### config.mk
export PLATFORM = sky130hd
export DESIGN_NAME = sysck_top
export DESIGN_NICKNAME = d
export VERILOG_FILES = /design/src/rtl/sysck_pkg.sv /design/src/rtl/sysck_sys_decode.sv /design/src/rtl/sysck_fence_decode.sv /design/src/rtl/sysck_top.sv
export SDC_FILE = /design/constraint.sdc
export NUM_CORES = 1
export LEC_CHECK = 0
export BUFFER_PORTS_ARGS = -buffer_cell sky130_fd_sc_hd__buf_2
export CORE_MARGIN = 8
export CORE_UTILIZATION = 40
export CTS_CLUSTER_SIZE = 10
export DETAILED_ROUTE_END_ITERATION = 7
export GPL_ROUTABILITY_DRIVEN = 0
export PLACE_DENSITY = 0.7
export SLEW_MARGIN = 15
export SYNTH_ARGS = -nofsm -noshare
export SYNTH_HDL_FRONTEND = slang
export SYNTH_HIERARCHICAL = 1
export SYNTH_SLANG_ARGS = --single-unit
export TNS_END_PERCENT = 30
### constraint.sdc
create_clock -name clk -period 0.8 [get_ports clk]
set_input_delay 0.16 -clock clk [delete_from_list [all_inputs] [get_ports clk]]
set_output_delay 0.16 -clock clk [all_outputs]
set_load 0.02 [all_outputs]
### src/rtl/sysck_pkg.sv
package sysck_pkg;
   localparam int ILEN_C = 32;

   localparam logic [6:0] OPC_SYSTEM = 7'b1110011;
   localparam logic [6:0] OPC_MEMORD = 7'b0001111;

   localparam int ACT_ECALL   = 0;
   localparam int ACT_EBREAK  = 1;
   localparam int ACT_MRET    = 2;
   localparam int ACT_SRET    = 3;
   localparam int ACT_WFI     = 4;
   localparam int ACT_FLUSH   = 5;
   localparam int ACT_BARRIER = 6;
   localparam int ACT_NOP     = 7;
   localparam int ACT_ILLEGAL = 8;
   localparam int ACT_N       = 9;

   localparam logic [1:0] PRIV_U = 2'b00;
   localparam logic [1:0] PRIV_S = 2'b01;
   localparam logic [1:0] PRIV_M = 2'b11;

   localparam logic [11:0] IMM_EBREAK = 12'h001;
   localparam logic [11:0] IMM_SRET   = 12'h102;
   localparam logic [11:0] IMM_WFI    = 12'h105;
   localparam logic [11:0] IMM_MRET   = 12'h302;
   localparam logic [6:0]  F7_FLUSH   = 7'b0001001;

   localparam logic [31:0] WORD_TSO   = 32'h8330000F;
endpackage

### src/rtl/sysck_sys_decode.sv
module sysck_sys_decode
   import sysck_pkg::*;
#(
   parameter bit HAS_SMODE = 1'b1,
   parameter int ILEN      = 32,
   localparam int CAUSE_W  = 4
)(
   input  logic [ILEN-1:0]    instr_i,
   input  logic [1:0]         priv_i,
   input  logic               tsr_i,
   input  logic               tvm_i,
   output logic [ACT_N-1:0]   act_o,
   output logic [CAUSE_W-1:0] cause_o,
   output logic               addr_vld_o,
   output logic               asid_vld_o
);
   logic [11:0] imm12;
   logic [6:0]  f7;
   logic [4:0]  rs1, rs2, rd;
   logic        regs_zero;
   logic        in_m, in_s, in_u;

   assign imm12     = instr_i[31:20];
   assign f7        = instr_i[31:25];
   assign rs2       = instr_i[24:20];
   assign rs1       = instr_i[19:15];
   assign rd        = instr_i[11:7];
   assign regs_zero = (rs1 == 5'd0) && (rd == 5'd0);
   assign in_m      = (priv_i == PRIV_M);
   assign in_s      = (priv_i == PRIV_S);
   assign in_u      = !in_m && !in_s;

   always_comb begin
      act_o      = '0;
      cause_o    = '0;
      addr_vld_o = 1'b0;
      asid_vld_o = 1'b0;
      if (instr_i[31:7] == '0) begin
         act_o[ACT_ECALL] = 1'b1;
         cause_o          = {2'b10, in_u ? 2'b00 : priv_i};
      end else if (regs_zero && imm12 == IMM_EBREAK) begin
         act_o[ACT_EBREAK] = 1'b1;
      end else if (regs_zero && imm12 == IMM_MRET) begin
         if (in_m) act_o[ACT_MRET]    = 1'b1;
         else      act_o[ACT_ILLEGAL] = 1'b1;
      end else if (regs_zero && imm12 == IMM_SRET) begin
         if (HAS_SMODE && (in_m || (in_s && !tsr_i))) act_o[ACT_SRET]    = 1'b1;
         else                                          act_o[ACT_ILLEGAL] = 1'b1;
      end else if (regs_zero && imm12 == IMM_WFI) begin
         if (!in_u) act_o[ACT_WFI]     = 1'b1;
         else       act_o[ACT_ILLEGAL] = 1'b1;
      end else if (f7 == F7_FLUSH && rd == 5'd0) begin
         if (in_m || (in_s && !tvm_i)) begin
            act_o[ACT_FLUSH] = 1'b1;
            addr_vld_o       = (rs1 != 5'd0);
            asid_vld_o       = (rs2 != 5'd0);
         end else begin
            act_o[ACT_ILLEGAL] = 1'b1;
         end
      end else begin
         act_o[ACT_ILLEGAL] = 1'b1;
      end
   end
endmodule

### src/rtl/sysck_fence_decode.sv
module sysck_fence_decode
   import sysck_pkg::*;
#(
   parameter bit FIOM_EN = 1'b1,
   parameter int ILEN    = 32,
   localparam int SET_W  = 4,
   localparam int RW_W   = SET_W / 2
)(
   input  logic [ILEN-1:0]  instr_i,
   input  logic             fiom_i,
   output logic [ACT_N-1:0] act_o,
   output logic [RW_W-1:0]  pred_o,
   output logic [RW_W-1:0]  succ_o,
   output logic             tso_o
);
   logic [SET_W-1:0] pred_raw, succ_raw, pred_eff, succ_eff;
   logic             is_tso;

   assign pred_raw = instr_i[27:24];
   assign succ_raw = instr_i[23:20];
   assign is_tso   = (instr_i == WORD_TSO);

   generate
      if (FIOM_EN) begin : g_remap
         assign pred_eff = fiom_i ? {pred_raw[3:2], pred_raw[1:0] | pred_raw[3:2]} : pred_raw;
         assign succ_eff = fiom_i ? {succ_raw[3:2], succ_raw[1:0] | succ_raw[3:2]} : succ_raw;
      end else begin : g_plain
         assign pred_eff = pred_raw;
         assign succ_eff = succ_raw;
      end
   endgenerate

   always_comb begin
      act_o  = '0;
      pred_o = '0;
      succ_o = '0;
      tso_o  = 1'b0;
      if (is_tso) begin
         act_o[ACT_BARRIER] = 1'b1;
         pred_o             = 2'b11;
         succ_o             = 2'b11;
         tso_o              = 1'b1;
      end else if (pred_eff[1:0] != 2'b00 && succ_eff[1:0] != 2'b00) begin
         act_o[ACT_BARRIER] = 1'b1;
         pred_o             = pred_eff[1:0];
         succ_o             = succ_eff[1:0];
      end else begin
         act_o[ACT_NOP] = 1'b1;
      end
   end
endmodule

### src/rtl/sysck_top.sv
module sysck_top
   import sysck_pkg::*;
#(
   parameter int ILEN      = 32,
   parameter bit HAS_SMODE = 1'b1,
   parameter bit FIOM_EN   = 1'b1,
   localparam int CAUSE_W  = 4,
   localparam int RW_W     = 2
)(
   input  logic               clk,
   input  logic               rst_n,
   input  logic               valid_i,
   input  logic [31:0]        instr_i,
   input  logic [1:0]         priv_i,
   input  logic               tsr_i,
   input  logic               tvm_i,
   input  logic               fiom_i,
   output logic [8:0]         act_o,
   output logic [3:0]         ecall_cause_o,
   output logic               flush_addr_vld_o,
   output logic               flush_asid_vld_o,
   output logic [1:0]         bar_pred_o,
   output logic [1:0]         bar_succ_o,
   output logic               bar_tso_o
);
   generate
      if (ILEN != ILEN_C) begin : g_bad_ilen
         $error("sysck_top: ILEN must be 32");
      end
   endgenerate

   logic [ACT_N-1:0]   sys_act, fen_act, act_d;
   logic [CAUSE_W-1:0] sys_cause;
   logic               sys_av, sys_sv;
   logic [RW_W-1:0]    fen_pred, fen_succ;
   logic               fen_tso;
   logic               is_sys, is_fen;

   assign is_sys = valid_i && instr_i[6:0] == OPC_SYSTEM && instr_i[14:12] == 3'b000;
   assign is_fen = valid_i && instr_i[6:0] == OPC_MEMORD && instr_i[14:12] == 3'b000;

   sysck_sys_decode #(.HAS_SMODE(HAS_SMODE), .ILEN(ILEN)) u_sys (
      .instr_i    (instr_i),
      .priv_i     (priv_i),
      .tsr_i      (tsr_i),
      .tvm_i      (tvm_i),
      .act_o      (sys_act),
      .cause_o    (sys_cause),
      .addr_vld_o (sys_av),
      .asid_vld_o (sys_sv)
   );

   sysck_fence_decode #(.FIOM_EN(FIOM_EN), .ILEN(ILEN)) u_fen (
      .instr_i (instr_i),
      .fiom_i  (fiom_i),
      .act_o   (fen_act),
      .pred_o  (fen_pred),
      .succ_o  (fen_succ),
      .tso_o   (fen_tso)
   );

   assign act_d = is_sys ? sys_act : (is_fen ? fen_act : '0);

   always_ff @(posedge clk or negedge rst_n) begin
      if (!rst_n) begin
         act_o            <= '0;
         ecall_cause_o    <= '0;
         flush_addr_vld_o <= 1'b0;
         flush_asid_vld_o <= 1'b0;
         bar_pred_o       <= '0;
         bar_succ_o       <= '0;
         bar_tso_o        <= 1'b0;
      end else begin
         act_o            <= act_d;
         ecall_cause_o    <= is_sys ? sys_cause : '0;
         flush_addr_vld_o <= is_sys && sys_av;
         flush_asid_vld_o <= is_sys && sys_sv;
         bar_pred_o       <= is_fen ? fen_pred : '0;
         bar_succ_o       <= is_fen ? fen_succ : '0;
         bar_tso_o        <= is_fen && fen_tso;
      end
   end
endmodule

==> flow_summary.yaml, run 1 <==
cells_and_area:
  area_growth_pct: 62.8
  antenna_cells: 0
  post-route-util_pct: 66.2
  drive_gt1_share_pct: 54.1
  layout.nets: 287
  layout.cells.non_filler: 292
yosys:
  synthFlopType: "dfrtp_1"
  avgSynthCellArea_um2: 9.27
  synth_edf_count: 0
  syn-cell-area_mm2: 0.00133
  synth-seq-cells: 20
  ys_types: 37
  synth_area_leaders: "dfrtp_1 38%, and3_1 15%, buf_4 6.2%"
  async_flop_share_pct: 100
  synth_seq_area_share_pct: 37.8
  ys_top_cells_by_count: "31 x and3_1, 20 x dfrtp_1, 13 x nor2_1"
  synth_area_leader_cell: "dfrtp_1"
  synth_most_common_cell: "and3_1"
  synthCells: 143
  yosys_warnings: 6
  synth_top_area_share_pct: 37.8
drt:
  wl_per_cell_um: 13.5
  dr.pass1.iters: 4
  dr_total_vias: 1408
  drt_iter0_markers: 24
  maxUsedRoutingLayer: "met4"
  route.detailed.drc: 0
  drt-met1-wl_mm: 1.62
  via_per_inst: 4.82
  antenna_left: 0
  drt_wl_total_mm: 3.94
  wl_met2_mm: 1.98
  wl_met3_um: 290
timing:
  max_freq_mhz: 608
  postLayoutSetupSlackWorst_ps: -845
  timing.setup.tns_ps: -12730
  setup_violations: 38
  rsz0062_at_grt: "yes"
  layout_min_cycle_time_ps: 1650
  hold_ws_ps: 292
  slew_viol_final: 0
  period_share_pct: 206
  hold_viol: 0
floorplan:
  io_pins: 60
  core_area_mm2: 0.00326
  die_w_um: 73.6
  rows: 21
  dieArea_mm2: 0.00541
  chipHeight_um: 73.6
  start_util_pct: 40.7
place:
  dpl.cell_count: 284
  place_ws_ps: -1240
  place.detailed.hpwl_mm: 3.19
  portBuffers: 59
outcome:
  outcome: "finished with violations"
  violations: "setup timing"
power:
  pwr_density_cell_mw_per_mm2: 1060
  leakagePower_nw: 1.21
  vdd_drop_max_mv: 0.667
global_routing:
  grt_use_total_pct: 15.0
  first_global_vias: 1504
  antenna_found_initial: 0
  grt_overflow_total: 0
  grt_first_pass_wirelength_mm: 6.46
  grt_max_degree: 21
clock_tree:
  htree_levels: 1
  cts_made_buffers: 3
  cts.sinks: 20
  clkSlewWorstSetupHoldPaths_ps: 100
  clk_path_buf_depth: 2
  cts_root_buf: "clkbuf_4"
  cts_tree: "yes"
critical_path:
  cp.arrival_ps: 1840
  crit_fanout: 3
  crit_type: "input pin to flip-flop"
  endpoint: "act_o[8]"
  cp.required_ps: 1000
  startpoint_type: "input pin"
  startpoint: "instr_i[17]"
  cp-end-kind: "flip-flop"
min_path:
  min_path_type: "input pin to flip-flop"
  whs_path_depth: 4
flow_run:
  drv_cap: 0
[repair_timing]
action                                 4_1_cts  5_1_grt
endpoints found under the hold margin       20        0
setup endpoints to repair                   39       39
pin swaps                                   13       11
hold buffers                                 1        0
resized for setup                           13       19
buffers inserted                             0        3
[cell usage in the layout, fill, tap and decap left out, types with 3 or more instances in the layout]
| cell | n |
|---|---|
| buf_2 | 51 |
| buf_4 | 42 |
| and3_1 | 30 |
| dfrtp_1 | 20 |
| buf_6 | 12 |
| o21a_1 | 11 |
| nor2_1 | 10 |
| conb_1 | 10 |
| nor4_1 | 5 |
| a21oi_1 | 4 |
| nor3_2 | 3 |
| clkbuf_4 | 3 |
| nand4_1 | 3 |
| or4_4 | 3 |
| inv_1 | 3 |
[critical path: stages]
cell and delay, ps:
buf_2 110, or4_4 560, nor4_4 300, nand2_2 120, o311ai_2 220, a211oi_1 70
and3_1 150, o21a_1 160
[registers in the layout, summed over array words and instances, names as in the netlist]
signal	count
flush_asid_vld_o	1
bar_tso_o	1
ecall_cause_o	4
bar_succ_o	2
flush_addr_vld_o	1
act_o	9
bar_pred_o	2
[area by class of cell]
type | count | area (µm²)
timing repair buffer | 106 | 716
fill | 278 | 1100
clock buffer | 3 | 22.5
tap | 46 | 57.6
sequential | 20 | 500
clock inverter | 1 | 30.0
multi-input combinational | 112 | 816
inverter | 4 | 15.0
[layer usage]
layer	up-vias	global-route usage [%]
met1	634	16.7
met4	0	5.10
li1	714	-
met5	-	0
met2	54	26.6
met3	6	4.09
[power by group]
group | switching (mW) | internal [mW] | leakage (nW)
sequential | 0.0000757 | 1.01 | 0.280
clock | 0.302 | 0.506 | 0.0279
combinational | 0.217 | 0.261 | 0.899
total | 0.519 | 1.78 | 1.21
[worst min path at each step]
stage	startpoint	endpoint	slack, ps
final	instr_i[4]	bar_tso_o	290
after global placement	rst_n	act_o[5]	120
after floorplan	rst_n	act_o[0]	-140
after detailed placement	rst_n	act_o[5]	120
after global routing	instr_i[4]	bar_tso_o	290
after CTS	instr_i[4]	bar_tso_o	280
[cell families after synthesis]
family / count (synthesis) / share of synthesized area, %
compound gates: 20 / 10.6
buf+inv: 19 / 9.35
flops: 20 / 37.8
other cells: 2 / 0.567
simple gates: 82 / 41.7
[stage by stage]
stage / power [mW] / instance area (µm²)
5_1_grt: 2.39 / 2160
3_5_place_dp: 1.45 / 1920
4_1_cts: 2.29 / 2050
6_report: 2.30 / 2160
3_3_place_gp: 1.44 / 1920
2_1_floorplan: 1.17 / 1360
(Power assumes the default switching activity.)
==> inputs of run 2 (changes only) <==
--- a/config.mk
+++ b/config.mk
@@ -11,10 +11,9 @@
 export CTS_CLUSTER_SIZE = 10
 export DETAILED_ROUTE_END_ITERATION = 7
 export GPL_ROUTABILITY_DRIVEN = 0
-export PLACE_DENSITY = 0.7
+export PLACE_DENSITY = 0.76
 export SLEW_MARGIN = 15
 export SYNTH_ARGS = -nofsm -noshare
 export SYNTH_HDL_FRONTEND = slang
-export SYNTH_HIERARCHICAL = 1
 export SYNTH_SLANG_ARGS = --single-unit
 export TNS_END_PERCENT = 30
==> flow_summary.yaml, run 2 <==
critical_path:
  cp.required_ps: 1050
  startpoint: "instr_i[13]"
  crit_type: "input pin to flip-flop"
  startpoint_type: "input pin"
  crit_fanout: 4
  cp.arrival_ps: 1670
  cp-end-kind: "flip-flop"
clock_tree:
  cts.sinks: 18
  clk_path_buf_depth: 2
  htree_levels: 1
  clkSlewWorstSetupHoldPaths_ps: 100
  cts_root_buf: "clkbuf_4"
  cts_tree: "yes"
  cts_made_buffers: 3
place:
  dpl.cell_count: 208
  placedInstanceArea_mm2: 0.00147
  portBuffers: 58
  place.detailed.hpwl_mm: 2.61
  place_ws_ps: -973
timing:
  max_freq_mhz: 704
  slew_viol_final: 0
  period_share_pct: 178
  rsz0062_at_grt: "yes"
  layout_min_cycle_time_ps: 1420
  postLayoutSetupSlackWorst_ps: -621
  setup_violations: 37
  hold_viol: 0
global_routing:
  antenna_found_initial: 0
  grt_use_total_pct: 16.3
  grt_first_pass_wirelength_mm: 5.48
  grt_overflow_total: 0
  first_global_vias: 1230
  grt_max_degree: 19
drt:
  dr_total_vias: 1122
  via_per_inst: 5.24
  drt_iter0_markers: 18
  wl_per_cell_um: 15.9
  antenna_left: 0
  route.detailed.drc: 0
  drt_wl_total_mm: 3.40
  dr.pass1.iters: 4
yosys:
  synthCells: 96
  synth_area_leaders: "dfrtp_1 48%, nor4_1 4.0%, nor3_1 3.7%"
  async_flop_share_pct: 100
  ys_top_cells_by_count: "18 x dfrtp_1, 9 x nor2_1, 7 x nand2_1, 7 x nor3_1, 6 x nor4_1"
  synth_edf_count: 0
  yosys_warnings: 0
  synth_seq_area_share_pct: 48.0
  avgSynthCellArea_um2: 9.78
  synth_most_common_cell: "dfrtp_1"
  syn-cell-area_um2: 938
  synthFlopType: "dfrtp_1"
  ys_types: 32
  synth-seq-cells: 18
  synth_area_leader_cell: "dfrtp_1"
  synth_fp_nets: 136
  synth_top_area_share_pct: 48.0
flow_run:
  drv_cap: 0
cells_and_area:
  area_growth_pct: 73.1
  drive_gt1_share_pct: 58.1
  mostFrequentLayoutCell: "buf_2"
  antenna_cells: 0
  layout.nets: 227
  layout.cells.non_filler: 214
  n_fill_cell: 168
  largest_reg_flops: 9
  final_cell_area_mm2: 0.00162
  regMostFlops: "act_o"
  layout_common_cells: "54 x buf_2, 29 x buf_4, 18 x dfrtp_1, 8 x nor2_1, 6 x nand2_1"
floorplan:
  rows: 17
  die_w_um: 64.4
  start_util_pct: 42.4
  dieArea_mm2: 0.00415
  io_pins: 60
  chipHeight_um: 64.4
  core_area_mm2: 0.00221
power:
  sequentialPowerShare_pct: 49.3
  p_sw_mw: 0.476
  vdd_drop_max_mv: 0.883
  combPwrFrac_pct: 19.1
  p_sw_share_pct: 25.8
  p_int_mw: 1.37
  leakagePower_nw: 0.849
  pwr_density_cell_mw_per_mm2: 1140
  pwr-share-clk_pct: 31.6
outcome:
  violations: "setup timing"
  outcome: "finished with violations"
min_path:
  min_path_type: "input pin to flip-flop"
  worstHoldStart: "tsr_i"
-- run 2: worst max-delay path, stage by stage --
cell	delay [ps]
buf_6	90
or3_4	390
or4_4	530
nor4_4	320
and3_1	180
-- run 2: cell type report --
cell class / instances / area (µm²) / share of cell area, %
clock buffers: 4 / 36.3 / 2.23
well taps: 28 / 35.0 / 2.16
repair buffers: 88 / 543 / 33.4
inverters: 3 / 11.3 / 0.693
multi-input cells: 73 / 548 / 33.7
flip-flops and latches: 18 / 450 / 27.7
-- run 2: cells by family (layout without fill, tap and decap cells) --
kind of cell    after synthesis  after routing  synth area share (%)
buf+inv                       5             95                  2.80
simple gates                 57             57                  37.7
flops                        18             18                  48.0
compound gates               15             15                  11.1
other cells                   1              1                 0.400
-- run 2: worst paths after layout --
check	to	cells past startpoint
worst max-delay path	ecall_cause_o[1]	5
max in group asynchronous	flush_addr_vld_o	2
worst min-delay path	act_o[3]	2
min in group asynchronous	flush_asid_vld_o	2
-- run 2: layer usage --
layer | vias to the layer above | wire length [µm] | track usage (%) | part of all wire [%]
met2 | 52 | 1730 | 26.0 | 51
met4 | 0 | 106 | 13.6 | 3.1
li1 | 543 | - | - | -
met1 | 516 | 1350 | 16.9 | 40
met5 | - | 0 | 0 | 0
met3 | 11 | 227 | 5.84 | 6.7
-- run 2: power by group through the flow --
| stage | sequential (mW) | combinational (mW) | clock, mW |
|---|---|---|---|
| 6_report | 0.909 | 0.351 | 0.583 |
| 5_1_grt | 0.910 | 0.382 | 0.611 |
| 4_1_cts | 0.909 | 0.332 | 0.566 |
| 3_5_place_dp | 0.927 | 0.315 | 0 |
| 3_3_place_gp | 0.927 | 0.301 | 0 |
| 2_1_floorplan | 0.928 | 0.0752 | 0 |
-- run 2: timing repair --
item                                   4_1_cts  5_1_grt
cloned                                       0        0
setup buffers                                1        0
endpoints found under the hold margin       18        0
setup endpoints to repair                   37       37
resized for setup                           11       11
pin swaps                                    6        4
hold buffers                                 1        0
-- run 2: stage by stage --
stage | TNS, ps | total power, mW | hold slack, ps | util (%)
after floorplan | -10870 | 1.00 | -136 | -
after global placement | -13980 | 1.23 | 92.4 | 66.5
after detailed placement | -14430 | 1.24 | 107 | 66.5
after CTS | -11910 | 1.81 | 60.4 | 71.1
after global routing | -13010 | 1.90 | 51.7 | 73.4
final | -12120 | 1.84 | 37.4 | 73.4
==> inputs of run 3 (changes only) <==
--- a/config.mk
+++ b/config.mk
@@ -16,4 +16,3 @@
 export SYNTH_ARGS = -nofsm -noshare
 export SYNTH_HDL_FRONTEND = slang
 export SYNTH_SLANG_ARGS = --single-unit
-export TNS_END_PERCENT = 30
==> flow_summary.yaml, run 3 (synthesis gave the netlist of run 2 again) <==
floorplan:
  dieArea_mm2: 0.00415
  start_util_pct: 42.4
  chipHeight_um: 64.4
  core_area_mm2: 0.00221
  io_pins: 60
  rows: 17
  die_w_um: 64.4
drt:
  antenna_left: 0
  wl_per_cell_um: 18.1
  dr_total_vias: 1205
  drt_iter0_markers: 36
  route.detailed.drc: 0
  drt_wl_total_mm: 3.87
  dr.pass1.iters: 4
  via_per_inst: 5.63
flow_run:
  drv_cap: 0
power:
  p_int_mw: 1.36
  sequentialPowerShare_pct: 49.3
  combPwrFrac_pct: 19.2
  leakagePower_nw: 0.858
  finalPower_mw: 1.84
  pwr_density_cell_mw_per_mm2: 1050
  p_sw_share_pct: 26.2
  vdd_drop_max_mv: 1.02
  pwr-share-clk_pct: 31.5
  p_sw_mw: 0.484
critical_path:
  cp_common_cell: "buf_6"
  cp.arrival_ps: 1670
  path_depth: 6
  startpoint_type: "input pin"
  slowest_delay_ps: 530
  crit_fanout: 5
  cp.required_ps: 980
  cp-end-kind: "flip-flop"
  startpoint: "instr_i[14]"
  crit_type: "input pin to flip-flop"
  critical_path.top_delay_family: "simple AND/OR/NAND/NOR gates"
  crit_chain: "buf_6, or3_4, or4_4, o31ai_4, buf_6, a2111oi_4"
  critPathBufInv: 2
  slowest_stage: "or4_4"
clock_tree:
  clkSlewWorstSetupHoldPaths_ps: 110
  cts_tree: "yes"
  htree_levels: 1
  cts.sinks: 18
  cts_root_buf: "clkbuf_4"
  clk_path_buf_depth: 2
  cts_made_buffers: 3
timing:
  slew_viol_final: 0
  rsz0062_at_grt: "yes"
  period_share_pct: 187
  hold_ws_ps: 66.5
  timing.setup.tns_ps: -13680
  hold_viol: 0
  max_freq_mhz: 668
  setup_violations: 37
  layout_min_cycle_time_ps: 1500
  postLayoutSetupSlackWorst_ps: -696
cells_and_area:
  layout.nets: 227
  drive_gt1_share_pct: 60.8
  antenna_cells: 0
  mostFrequentLayoutCell: "buf_2"
  multi_input_area_um2: 578
  regArea_um2: 450
  largest_reg_flops: 9
  n_fill_cell: 135
  post-route-util_pct: 79.6
  area_growth_pct: 87.7
  regMostFlops: "act_o"
  layout_common_cells: "38 x buf_2, 27 x buf_4, 22 x buf_6, 18 x dfrtp_1, 9 x nor2_1"
global_routing:
  grt_overflow_total: 0
  grt_max_degree: 19
  grt_use_total_pct: 17.6
  first_global_vias: 1275
  antenna_found_initial: 0
  grt_first_pass_wirelength_mm: 5.92
min_path:
  worstHoldStart: "tsr_i"
  whs_path_depth: 2
  min_path_type: "input pin to flip-flop"
place:
  place_ws_ps: -969
  portBuffers: 58
  place.detailed.hpwl_mm: 2.52
outcome:
  outcome: "finished with violations"
  violations: "setup timing"
run 3: metal layers:
metal	routed length, µm	global-route usage, %	vias to the layer above
li1	-	-	543
met1	1380	19.1	567
met2	2000	30.6	79
met3	347	4.47	16
met4	142	10.1	0
met5	0	0	-
run 3: final timing paths:
path	endpoint	slack, ps
min in group asynchronous	act_o[4]	290
max in group asynchronous	act_o[6]	220
max	act_o[8]	-700
min	act_o[3]	70
run 3: cell type report:
cell class	count	share of cell area, %
sequential	18	25.6
clock buffer	4	2.06
tap	28	1.99
multi-input combinational	73	32.8
inverter	3	0.639
timing repair buffer	88	36.9
run 3: power by group through the flow:
stage                     combinational, mW  clock, mW  sequential, mW
after detailed placement              0.301          0           0.927
after floorplan                      0.0755          0           0.928
after global placement                0.291          0           0.927
after CTS                             0.324      0.569           0.909
final                                 0.354      0.581           0.910
after global routing                  0.380      0.623           0.910
run 3: per-stage QoR:
| step | cell area [µm²] | std cells |
|---|---|---|
| after floorplan | 956 | 96 |
| after global placement | 1450 | 204 |
| after detailed placement | 1450 | 204 |
| after CTS | 1700 | 213 |
| after global routing | 1760 | 214 |
| final | 1760 | 214 |
run 3: repair_timing:
action / 4_1_cts / 5_1_grt
cloned: 0 / 0
setup endpoints to repair: 37 / 37
hold buffers: 1 / 0
setup buffers: 4 / 3
resized for setup: 52 / 10
endpoints found under the hold margin: 18 / 0
pin swaps: 8 / 8
